<file path="src/rtl/mux_xcvr_pkg.sv">
// Package: shared sizing for the multiplexed registered transceiver.
// Assumes the B-side port count is a power of two so selects decode fully.
package mux_xcvr_pkg;
    localparam int XC_W  = 4;   // bits per port
    localparam int XC_NB = 4;   // number of B-side ports
endpackage

</file>
<file path="src/rtl/mx_store_cell.sv">
// Hybrid storage cell: a transparent latch while le is high, otherwise a
// clock-enabled register. The latch is modelled synchronously: while le is
// high the register tracks d at every edge, so after le falls the cell
// holds the input present at the last edge. Assumes d is stable around the
// falling of le.
module mx_store_cell #(
    parameter int W = 4
) (
    input  logic         clk,
    input  logic         rst_n,
    input  logic [W-1:0] d,
    input  logic         le,
    input  logic         ce_n,
    output logic [W-1:0] q
);
    logic [W-1:0] held;

    // Track while transparent, load on enabled edge, clear on reset.
    always_ff @(posedge clk) begin
        if (!rst_n)
            held <= '0;
        else if (le || !ce_n)
            held <= d;
    end

    // Transparent path bypasses the stored value.
    always_comb q = le ? d : held;
endmodule

</file>
<file path="src/rtl/mx_ce_steer.sv">
// Clock-enable steering: routes one active-low enable to the cell whose
// index equals route; every other cell sees the enable deasserted.
module mx_ce_steer #(
    parameter int NB = 4,
    localparam int SW = $clog2(NB)
) (
    input  logic          ce_n,
    input  logic [SW-1:0] route,
    output logic [NB-1:0] ce_n_vec
);
    // Decode route into a one-cold enable vector.
    always_comb begin
        for (int i = 0; i < NB; i++)
            ce_n_vec[i] = ce_n || (route != SW'(i));
    end
endmodule

</file>
<file path="src/rtl/mx_out_gate.sv">
// Output gate: presents data with an active-high enable; a disabled output
// drives zero as the synthesizable stand-in for high impedance.
module mx_out_gate #(
    parameter int W = 4
) (
    input  logic         en,
    input  logic [W-1:0] d,
    output logic [W-1:0] q,
    output logic         oe
);
    // Zero the data when not enabled.
    always_comb begin
        oe = en;
        q  = en ? d : '0;
    end
endmodule

</file>
<file path="src/rtl/mux_xcvr_top.sv">
// Multiplexed registered transceiver: one A bus to NB B buses. A-to-B
// stages share one steered clock enable; B-to-A stages feed a select and
// a final output stage. Assumes synchronous reset and a single clock.
module mux_xcvr_top
    import mux_xcvr_pkg::*;
#(
    parameter int W  = XC_W,
    parameter int NB = XC_NB,
    localparam int SW = $clog2(NB)
) (
    input  logic            clk,
    input  logic            rst_n,
    input  logic [W-1:0]    a_in,
    output logic [W-1:0]    a_out,
    output logic            a_oe,
    input  logic [NB*W-1:0] b_in,
    output logic [NB*W-1:0] b_out,
    output logic [NB-1:0]   b_oe,
    input  logic [NB-1:0]   ab_le,
    input  logic [NB-1:0]   ba_le,
    input  logic            out_le,
    input  logic            clk_en_n,
    input  logic [SW-1:0]   ce_route,
    input  logic [SW-1:0]   a_sel,
    input  logic            a_oe_n,
    input  logic            b_grp_oe_n,
    input  logic [NB-1:0]   b_oe_n
);
    logic [NB-1:0] ab_ce_n;
    logic [W-1:0]  ab_q [NB];
    logic [W-1:0]  ba_q [NB];
    logic [W-1:0]  sel_d;
    logic [W-1:0]  out_q;

    mx_ce_steer #(.NB(NB)) u_steer (
        .ce_n     (clk_en_n),
        .route    (ce_route),
        .ce_n_vec (ab_ce_n)
    );

    for (genvar i = 0; i < NB; i++) begin : g_port
        logic b_en;

        mx_store_cell #(.W(W)) u_ab (
            .clk (clk), .rst_n (rst_n), .d (a_in),
            .le (ab_le[i]), .ce_n (ab_ce_n[i]), .q (ab_q[i])
        );

        mx_store_cell #(.W(W)) u_ba (
            .clk (clk), .rst_n (rst_n), .d (b_in[i*W +: W]),
            .le (ba_le[i]), .ce_n (clk_en_n), .q (ba_q[i])
        );

        // Group mode enables every port; otherwise per-port control.
        always_comb b_en = !b_grp_oe_n || !b_oe_n[i];

        mx_out_gate #(.W(W)) u_bgate (
            .en (b_en), .d (ab_q[i]),
            .q (b_out[i*W +: W]), .oe (b_oe[i])
        );
    end

    // Pick the B-to-A stage named by a_sel.
    always_comb sel_d = ba_q[a_sel];

    mx_store_cell #(.W(W)) u_out (
        .clk (clk), .rst_n (rst_n), .d (sel_d),
        .le (out_le), .ce_n (clk_en_n), .q (out_q)
    );

    mx_out_gate #(.W(W)) u_agate (
        .en (!a_oe_n), .d (out_q), .q (a_out), .oe (a_oe)
    );
endmodule

</file>
<file path="config.mk">
export PLATFORM = sky130hd
export DESIGN_NAME = mux_xcvr_top
export DESIGN_NICKNAME = d
export VERILOG_FILES = /design/src/rtl/mux_xcvr_pkg.sv /design/src/rtl/mx_store_cell.sv /design/src/rtl/mx_ce_steer.sv /design/src/rtl/mx_out_gate.sv /design/src/rtl/mux_xcvr_top.sv
export SDC_FILE = /design/constraint.sdc
export NUM_CORES = 1
export LEC_CHECK = 0
export BUFFER_PORTS_ARGS = -buffer_cell sky130_fd_sc_hd__buf_2
export CAP_MARGIN = 20
export CORE_UTILIZATION = 30
export CTS_CLUSTER_DIAMETER = 40
export CTS_CLUSTER_SIZE = 30
export DETAILED_ROUTE_END_ITERATION = 16
export PLACE_DENSITY_LB_ADDON = 0.3
export SYNTH_ARGS = -nofsm -noshare
export SYNTH_HDL_FRONTEND = slang
export SYNTH_HIERARCHICAL = 1
export SYNTH_SLANG_ARGS = --single-unit
export TNS_END_PERCENT = 30
</file>
<file path="constraint.sdc">
create_clock -name clk -period 4.26 [get_ports clk]
set_input_delay 0 -clock clk [delete_from_list [all_inputs] [get_ports clk]]
set_output_delay 0 -clock clk [all_outputs]
set_load 0.02 [all_outputs]
</file>
==> results.yml <==
yosys:
  syn_avg_cell_area_um2: 9.019
  synthDistinctLibCells: 14
  synth_top_area_frac: 0.3262
  synth_area_leaders: "dfxtp_1 33%, mux2_2 18%, mux2i_1 16%"
  synth-seq-cells: 36
  synth.most_common_cell: "nand2_1"
  ys_warn_count: 6
  synthCells: 245
  synthTopCellsByCount: "76 x nand2_1, 36 x dfxtp_1, 36 x mux2_2, 36 x mux2i_1, 20 x and2_1"
  syn_nets: 287
  synth-async-reset-ratio: 0
  synth_area_um2: 2210
  synth_edf_count: 0
  yosysSeqAreaShare: 0.3262
  ys.flop_type: "dfxtp_1"
  yosysTopAreaCell: "dfxtp_1"
setup_path:
  setup.worst_path.start: "b_in[2]"
  r2r_setup_slack_ps: 2860
  worstReg2RegStart: "g_port[0].u_ba/held[2]"
  r2r-end: "u_out/held[2]"
  worstSetupPathType: "input pin to output port"
  worstSetupStartpointType: "input pin"
  crit_family: "multiplexers"
  path_max_fanout: 2
  path_buf_inv: 3
  rr_worst_depth: 4
  crit_path_top_delay_cell: "mux4_1"
  cpPeakStageDelay_ps: 560
  worst-path-stages: 7
  crit_required_ps: 4260
  end_kind: "output port"
  cp-endpoint: "a_out[2]"
  crit_path_cell_trace: "dlygate4sd3_1 -> buf_2 -> mux2_2 -> mux4_1 -> mux2_2 -> and2_1 -> buf_2"
  critPathArrivalTime_ps: 2070
sta:
  fmax_ghz: 0.4838
  setup_tns_ps: 0
  finalCriticalPeriod_ps: 2067
  setup-violations-final: 0
  period_share: 0.4852
  fin_skew_ps: 5.107
  worstMarginPinSlew_ps: 674.6
  grt_setup_unrepaired: "no"
  setup_slack_ps: 2193
  timing.final.max_slew_violations: 0
  maxSlewHeadroom: 0.5503
  hold_viol_final: 0
clocking:
  clkSinkCount: 36
  post_cts_buffers: 0
  hold_buffers: 16
  insertion_delay_ps: 280
  numCtsBuffers: 5
  htreeDepth: 2
  ctsLongestPathBuffers: 2
  cts_resized: 0
  root_buffer: "clkbuf_8"
  tritoncts: "built"
  clk_pin_slew_ps: 70
grt:
  grt-ovfl-total: 0
  grt.total_usage: 0.1352
  grt_pass1_vias: 1717
  antenna_found_initial: 0
  grt_max_degree: 73
  grt_pass1_wl_um: 8045
die:
  dieArea_um2: 7712
  die_w_um: 87.82
  coreArea_um2: 6944
  start_util: 0.3182
  io_pins: 67
  num_rows: 30
  dieHeight_um: 87.82
cells_and_area:
  fillers: 685
  drive_above_1_share: 0.3494
  area_growth_syn_to_layout_pct: 26.22
  antenna_cells: 0
  final_cell_count_no_fill: 408
  nets: 354
place:
  placed_cells: 385
  portBuffers: 66
  place_ws_ps: 2577
  dp_hpwl_um: 3715
  place_congestion: 0.7229
routing:
  drt_wl_total_um: 5091
  detail_route.vias_per_cell: 4.478
  wl_per_cell_um: 12.48
  dr.pass1.iters: 4
  vias: 1827
  antenna_left: 0
  drtIter0Drc: 99
  drcViolationCount: 0
pwr:
  power.density_nw_per_um2: 288.1
  ir_worst_vdd_v: 0.0001290
  p_leak_nw: 1.270
status:
  status: "finished, final reports clean"
job:
  cap_viol_max_count: 0
hold_path:
  hp-class: "input pin to flop"
  hold_path_depth: 3
-- registers in the layout, indices dropped and copies added (netlist names) --
signal,count
g_port.u_ab/held,16
g_port.u_ba/held,16
u_out/held,4
-- per-stage QoR --
| stage | area (um^2) | hold slack (ps) | total power [mW] | util |
|---|---|---|---|---|
| 2_1_floorplan | 2210 | 138.8 | 0.5093 | - |
| 3_3_place_gp | 2551 | 256.0 | 0.5684 | 0.3674 |
| 3_5_place_dp | 2551 | 266.7 | 0.5714 | 0.3674 |
| 4_1_cts | 2789 | 11.48 | 0.8157 | 0.4016 |
| 5_1_grt | 2789 | 43.53 | 0.8492 | 0.4016 |
| 6_report | 2789 | 28.62 | 0.8035 | 0.4016 |
-- layout make-up --
type,count,area (um^2),area share
Multi-Input combinational cell,185,1369,0.4908
Sequential cell,36,720.7,0.2584
Timing Repair Buffer,83,498.0,0.1786
Tap cell,96,120.1,0.04307
Clock buffer,6,72.57,0.02602
Clock inverter,1,5.005,0.001795
Inverter,1,3.754,0.001346
-- worst min-delay path by stage --
stage	start	to	slack, ps
final	a_in[0]	g_port[2].u_ab/held[0]	30
after global routing	a_in[1]	g_port[2].u_ab/held[1]	40
after CTS	a_in[0]	g_port[2].u_ab/held[0]	10
after detailed placement	b_in[8]	g_port[2].u_ba/held[0]	270
after global placement	b_in[11]	g_port[2].u_ba/held[3]	260
after floorplan	a_in[0]	g_port[0].u_ab/held[0]	140
-- kinds of logic after synthesis --
logic type,after synthesis,share of synthesized area
buffers and inverters,24,0.05436
DFF,36,0.3262
and+or+nand+nor,109,0.2254
muxes,76,0.3941
-- per-layer routing --
| metal | vias to the layer above | GRT usage | part of all wire |
|---|---|---|---|
| met3 | 6 | 0.03016 | 0.040 |
| met4 | 0 | 0.04620 | 0.012 |
| li1 | 941 | - | - |
| met1 | 834 | 0.1795 | 0.48 |
| met2 | 46 | 0.2163 | 0.47 |
| met5 | - | 0 | 0 |
-- worst reg2reg max path: stages (launching register included) --
cell and delay, ps:
dfxtp_1 310, mux2_2 260, mux4_1 560, nand2_1 90, mux2i_1 70
-- layout by cell type, fill, tap and decap left out, drive strengths merged --
master,netlist,final
mux4,4,4
nand2,76,76
clkinv,0,1
dfxtp,36,36
inv,1,1
dlygate4sd3,0,16
nand3b,1,1
buf,14,67
and2,20,20
mux2,36,36
clkbuf,9,6
or3b,2,2
or3,1,1
nor2b,9,9
mux2i,36,36
-- where the power goes --
| part | total [mW] | internal (mW) | leakage, nW | switching [mW] |
|---|---|---|---|---|
| Clock | 0.229 | 0.111 | 0.0410 | 0.118 |
| Sequential | 0.371 | 0.361 | 0.298 | 0.0107 |
| Combinational | 0.203 | 0.102 | 0.930 | 0.102 |
Note: power is estimated with default switching activity, not from simulation.
